<file path="config.mk">
export PLATFORM = sky130hd
export DESIGN_NAME = rptr_core
export DESIGN_NICKNAME = d
export VERILOG_FILES = /design/src/rtl/rptr_pkg.sv /design/src/rtl/rptr_scan.sv /design/src/rtl/rptr_dv_watch.sv /design/src/rtl/rptr_tx_out.sv /design/src/rtl/rptr_core.sv
export SDC_FILE = /design/constraint.sdc
export NUM_CORES = 1
export LEC_CHECK = 0
export ABC_CLOCK_PERIOD_IN_PS = 6300
export BUFFER_PORTS_ARGS = -buffer_cell sky130_fd_sc_hd__buf_4
export CAP_MARGIN = 20
export CELL_PAD_IN_SITES_DETAIL_PLACEMENT = 2
export CELL_PAD_IN_SITES_GLOBAL_PLACEMENT = 2
export CORE_AREA = 2 2 86 88
export CTS_BUF_LIST = sky130_fd_sc_hd__clkbuf_8
export CTS_CLUSTER_SIZE = 24
export DETAILED_ROUTE_END_ITERATION = 8
export DIE_AREA = 0 0 88 90
export HOLD_SLACK_MARGIN = 0.06
export PLACE_DENSITY_LB_ADDON = 0.1
export RECOVER_POWER = 100
export SLEW_MARGIN = 25
export SYNTH_ARGS = -nofsm -noshare
export SYNTH_HDL_FRONTEND = slang
export SYNTH_SLANG_ARGS = --single-unit
</file>
<file path="constraint.sdc">
create_clock -name clk -period 6.3 [get_ports clk]
set_input_delay 1.26 -clock clk [delete_from_list [all_inputs] [get_ports clk]]
set_output_delay 1.26 -clock clk [all_outputs]
set_load 0.03 [all_outputs]
</file>
<file path="src/rtl/rptr_pkg.sv">
package rptr_pkg;

  typedef enum logic [1:0] {
    ST_IDLE = 2'd0,
    ST_FWD  = 2'd1,
    ST_COL  = 2'd2,
    ST_OPL  = 2'd3
  } rstate_t;

  localparam logic [3:0] JAM_NIB = 4'h5;

  // number of set bits
  function automatic int unsigned pop32(input logic [31:0] v);
    int unsigned c;
    c = 0;
    for (int b = 0; b < 32; b++) if (v[b]) c++;
    return c;
  endfunction

  // index of the lowest set bit (0 when none)
  function automatic int unsigned first_set(input logic [31:0] v);
    int unsigned r;
    r = 0;
    for (int b = 31; b >= 0; b--) if (v[b]) r = b;
    return r;
  endfunction

endpackage

</file>
<file path="src/rtl/rptr_scan.sv">
module rptr_scan #(
  parameter int NPORT = 5,
  parameter int IDXW  = 3
) (
  input  logic [NPORT-1:0] crs,
  input  logic [NPORT-1:0] excl,
  output logic [NPORT-1:0] act,
  output logic             none,
  output logic             single,
  output logic             multi,
  output logic [IDXW-1:0]  idx
);
  import rptr_pkg::*;

  int unsigned cnt;

  assign act    = crs & ~excl;
  assign cnt    = pop32(32'(act));
  assign none   = (cnt == 0);
  assign single = (cnt == 1);
  assign multi  = (cnt >= 2);
  assign idx    = IDXW'(first_set(32'(act)));
endmodule

</file>
<file path="src/rtl/rptr_dv_watch.sv">
module rptr_dv_watch #(
  parameter int NPORT    = 5,
  parameter int IDXW     = 3,
  parameter int DV_LIMIT = 4
) (
  input  logic             clk,
  input  logic             rst_n,
  input  logic             eval,
  input  logic             in_fwd,
  input  logic             single,
  input  logic [IDXW-1:0]  idx,
  input  logic [IDXW-1:0]  src,
  input  logic [NPORT-1:0] rxdv,
  output logic             timeout
);
  localparam int CW = $clog2(DV_LIMIT + 2);

  logic [CW-1:0] low_q, low_nx;
  logic          dv_now, cont;

  assign dv_now = rxdv[idx];
  assign cont   = in_fwd && (idx == src);

  always_comb begin
    if (dv_now)    low_nx = '0;
    else if (cont) low_nx = low_q + CW'(1);
    else           low_nx = CW'(1);
  end

  assign timeout = eval && single && !dv_now && (low_nx > CW'(DV_LIMIT));

  always_ff @(posedge clk) begin
    if (!rst_n)                         low_q <= '0;
    else if (eval && single && !timeout) low_q <= low_nx;
    else                                low_q <= '0;
  end
endmodule

</file>
<file path="src/rtl/rptr_tx_out.sv">
module rptr_tx_out #(
  parameter int NPORT = 5,
  parameter int IDXW  = 3
) (
  input  logic               clk,
  input  logic               rst_n,
  input  rptr_pkg::rstate_t  st_nx,
  input  logic [IDXW-1:0]    src_nx,
  input  logic [IDXW-1:0]    left_nx,
  input  logic [4*NPORT-1:0] rxd,
  input  logic [NPORT-1:0]   excl,
  input  logic [NPORT-1:0]   act,
  output logic [NPORT-1:0]   tx_en,
  output logic [3:0]         txd,
  output logic [NPORT-1:0]   col_part
);
  import rptr_pkg::*;

  localparam logic [NPORT-1:0] ONE = NPORT'(1);

  logic [3:0]       nib [NPORT];
  logic [NPORT-1:0] en_nx, part_nx;
  logic [3:0]       txd_nx;

  for (genvar g = 0; g < NPORT; g++) begin : g_nib
    assign nib[g] = rxd[4*g +: 4];
  end

  always_comb begin
    en_nx   = '0;
    txd_nx  = '0;
    part_nx = '0;
    case (st_nx)
      ST_FWD: begin
        en_nx  = ~excl & ~(ONE << src_nx);
        txd_nx = nib[src_nx];
      end
      ST_COL: begin
        en_nx   = ~excl;
        txd_nx  = JAM_NIB;
        part_nx = col_part | act;
      end
      ST_OPL: begin
        en_nx   = ~excl & ~(ONE << left_nx);
        txd_nx  = JAM_NIB;
        part_nx = col_part;
      end
      default: ;
    endcase
  end

  always_ff @(posedge clk) begin
    if (!rst_n) begin
      tx_en    <= '0;
      txd      <= '0;
      col_part <= '0;
    end else begin
      tx_en    <= en_nx;
      txd      <= txd_nx;
      col_part <= part_nx;
    end
  end
endmodule

</file>
<file path="src/rtl/rptr_core.sv">
module rptr_core #(
  parameter int NPORT    = 5,
  parameter int DV_LIMIT = 4
) (
  input  logic               clk,
  input  logic               rst_n,
  input  logic [NPORT-1:0]   crs,
  input  logic [NPORT-1:0]   rxdv,
  input  logic [4*NPORT-1:0] rxd,
  input  logic [NPORT-1:0]   jab,
  input  logic [NPORT-1:0]   iso,
  output logic [NPORT-1:0]   tx_en,
  output logic [3:0]         txd,
  output logic [NPORT-1:0]   col_part,
  output logic [1:0]         state_o
);
  import rptr_pkg::*;

  localparam int IDXW = (NPORT > 1) ? $clog2(NPORT) : 1;
  localparam logic [NPORT-1:0] ONE = NPORT'(1);

  rstate_t          state_q, st_nx;
  logic [IDXW-1:0]  src_q, src_nx, left_q, left_nx, idx;
  logic [NPORT-1:0] excl, act;
  logic             none, single, multi, dv_to;

  assign excl = jab | iso;

  rptr_scan #(.NPORT(NPORT), .IDXW(IDXW)) u_scan (
    .crs(crs), .excl(excl), .act(act), .none(none),
    .single(single), .multi(multi), .idx(idx)
  );

  rptr_dv_watch #(.NPORT(NPORT), .IDXW(IDXW), .DV_LIMIT(DV_LIMIT)) u_dv (
    .clk(clk), .rst_n(rst_n),
    .eval((state_q == ST_IDLE) || (state_q == ST_FWD)),
    .in_fwd(state_q == ST_FWD), .single(single), .idx(idx),
    .src(src_q), .rxdv(rxdv), .timeout(dv_to)
  );

  always_comb begin
    st_nx   = state_q;
    src_nx  = src_q;
    left_nx = left_q;
    case (state_q)
      ST_IDLE, ST_FWD: begin
        if (none)               st_nx = ST_IDLE;
        else if (multi || dv_to) st_nx = ST_COL;
        else begin
          st_nx  = ST_FWD;
          src_nx = idx;
        end
      end
      ST_COL: begin
        if (none) st_nx = ST_IDLE;
        else if (single) begin
          st_nx   = ST_OPL;
          left_nx = idx;
        end else  st_nx = ST_COL;
      end
      ST_OPL: begin
        if (act == (ONE << left_q)) st_nx = ST_OPL;
        else if (none)              st_nx = ST_IDLE;
        else                        st_nx = ST_COL;
      end
      default: st_nx = ST_IDLE;
    endcase
  end

  always_ff @(posedge clk) begin
    if (!rst_n) begin
      state_q <= ST_IDLE;
      src_q   <= '0;
      left_q  <= '0;
    end else begin
      state_q <= st_nx;
      src_q   <= src_nx;
      left_q  <= left_nx;
    end
  end

  rptr_tx_out #(.NPORT(NPORT), .IDXW(IDXW)) u_tx (
    .clk(clk), .rst_n(rst_n), .st_nx(st_nx), .src_nx(src_nx),
    .left_nx(left_nx), .rxd(rxd), .excl(excl), .act(act),
    .tx_en(tx_en), .txd(txd), .col_part(col_part)
  );

  assign state_o = state_q;
endmodule

</file>
==> results.cfg <==
[synth]
synthXorXnorAreaFrac_pct = 4.41
synthAdderAreaFrac_pct = 2.60
synth_simple_gate_area_share_pct = 28.5
yosysSeqAreaShare_pct = 26.0
synth_compound_area_share_pct = 27.7
synth_top_family_by_area = simple AND/OR/NAND/NOR gates
synth.cell_area_um2 = 1930
synth_top_area_cell = dfxtp_1
synth_area_leaders = dfxtp_1, nor2_1, mux2i_1
avgSynthCellArea_um2 = 8.35
synth.distinct_cells = 66
synth.most_common_cell = dfxtp_1
synth-main-ff-cell = dfxtp_1
yosys_register_bits = 25
postSynth.asyncResetShare_pct = 0
yosysWarnings = 0
synth_top_cells_by_count = dfxtp_1, nor2_1, nand2_1, a21oi_1
synth_edf_count = 0
syn-num-nets = 277
synth_cells = 231
synth_top_area_share_pct = 26.0
yosys-mux-area-fraction_pct = 5.97

[grt]
grt_use_met2_pct = 28.7
grt_busiest_layer = met2
grt_pass1_vias = 2038
antenna_found_initial = 0
grt_use_total_pct = 17.8
grt_pass1_wl_um = 11000
use_met3_pct = 3.03
grt_max_degree = 16
gr-total-overflow = 0
use_met1_pct = 24.9

[sta]
period_share_pct = 88.5
fin_crit_ns = 5.58
worstMarginPinSlew_ns = 0.668
clock_skew_ns = 0.00420
finalSetupViolCount = 0
fin_tns_setup_ns = 0
maxSlewHeadroom_pct = 55.2
rsz0062_at_grt = false
fmax_mhz = 179
slew_violations = 0
final_hold_viol_count = 0

[critical_path]
crit_type = input port to flip-flop
worstPathArrival_ns = 5.73
required_ns = 6.46
crit_path_start_kind = input port
cp_max_fo = 9
crit_start = iso[1]
endpoint_kind = flip-flop
r2r_setup_slack_ns = 3.14
reg2reg_from = u_dv.low_q[0]

[worst_hold_path]
hold_path.class = flip-flop to flip-flop
hp-start = u_tx.col_part[2]

[clock_tree]
insertion_delay_ns = 0.27
holdBufCountCts = 0
post_cts_buffers = 0
cts_tree = yes
cts_made_buffers = 3
clock_path_buffers = 2
cts-root-buf = clkbuf_8
ctsResizeCount = 0
cts_max_level = 1
clock-sinks = 25
clk_pin_slew_ns = 0.10

[placement]
port_buffers = 57
hpwl_um = 5500
gp_congestion = 0.801

[detailed_routing]
vias_per_cell = 5.08
routed_wl_um = 6720
ant_nets = 0
drtIter0Drc = 64
firstDrtPassIters = 4
drc = 0
wl_per_cell_um = 17.4
vias = 1967

[power]
p_per_area_nw_per_um2 = 173
leakagePower_nw = 0.973
ir_worst_vdd_mv = 0.0885

[floorplanning]
io_pins = 58
core-area_um2 = 7020
start_util_pct = 27.5
die-area_um2 = 7920
rows = 31
fp.dieH_um = 90
dieWidth_um = 88

[finish]
diodes = 0
nNetsFinal = 335
synthToLayoutAreaGrowth_pct = 25.6
fin_util_pct = 34.5
drive_above_1_share_pct = 21.5

[job]
cap_violations = 0

[status]
outcome = complete, no violations
[metrics by stage]
| step | instances | area, µm² | hold WS [ns] | total power, mW | setup WS [ns] |
|---|---|---|---|---|---|
| after floorplan | 231 | 1930 | 0.447 | 0.272 | 1.40 |
| after global placement | 383 | 2460 | 0.452 | 0.331 | 0.748 |
| after detailed placement | 383 | 2460 | 0.467 | 0.332 | 0.607 |
| after CTS | 387 | 2510 | 0.495 | 0.436 | 0.910 |
| after global routing | 387 | 2420 | 0.532 | 0.450 | 0.370 |
| final | 387 | 2420 | 0.479 | 0.420 | 0.723 |
[kinds of logic after synthesis]
logic type	after synthesis
and+or+nand+nor	96
AOI/OAI and AO/OA	70
DFF	25
buffers and inverters	20
muxes	10
xor gates and xnor gates	6
adders and majority gates	4
[sequential cells by signal (all words and copies together) (netlist names)]
name           cells
left_q             3
src_q              3
state_o            2
u_dv.low_q         3
u_tx.col_part      5
u_tx.tx_en         5
u_tx.txd           4
[final timing paths]
| check | to | depth (start not counted) |
|---|---|---|
| hold reg to reg | u_tx.col_part[2] | 2 |
| setup reg to reg | u_tx.txd[0] | 10 |
| hold / removal | u_tx.col_part[2] | 2 |
| setup / recovery | u_tx.txd[0] | 16 |
[layer usage]
metal | vias up | wire length (µm) | part of all wire, %
li1 | 976 | - | -
met4 | 0 | 36 | 0.54
met3 | 2 | 295 | 4.4
met5 | - | 0 | 0
met1 | 944 | 3200 | 48
met2 | 45 | 3200 | 48
[critical path: stages]
cell and delay (ns):
clkbuf_1 0.11, nor3b_4 0.45, inv_1 0.20, ha_1 0.42, xnor2_4 0.18, ha_1 0.29
mux2i_1 0.37, inv_1 0.09, ha_1 0.22, xnor3_1 0.37, nand3_1 0.19, a32oi_1 0.18
a21boi_0 0.62, nor2_1 0.27, o32ai_1 0.38, o22ai_1 0.13
[cells in the final DEF, fill, tap and decap left out, types with 4 or more instances in the layout]
cell	n
and3_1	8
mux2i_1	8
clkbuf_1	17
a21boi_0	8
inv_1	10
nor3_1	9
a32oi_1	4
o21ai_0	9
nand2_1	14
nand2b_1	5
buf_4	45
nor2_1	21
and2_1	10
ha_1	4
dfxtp_1	25
nand3_1	8
a21oi_1	13
[power breakdown]
| part | leakage [nW] | internal, mW | switching (mW) |
|---|---|---|---|
| clock | 0.0217 | 0.0449 | 0.0583 |
| sequential | 0.203 | 0.166 | 0.00662 |
| combinational | 0.748 | 0.0589 | 0.0848 |
| total | 0.973 | 0.270 | 0.150 |
[final cells by class]
| type | instances | area (µm²) |
|---|---|---|
| timing repair buffer | 62 | 402 |
| tap | 99 | 124 |
| sequential | 25 | 500 |
| clock inverter | 1 | 7.51 |
| fill | 846 | 4600 |
| multi-input combinational | 186 | 1310 |
| inverter | 11 | 41.3 |
| clock buffer | 3 | 41.3 |
No activity file was read; power rests on OpenSTA's default activity.
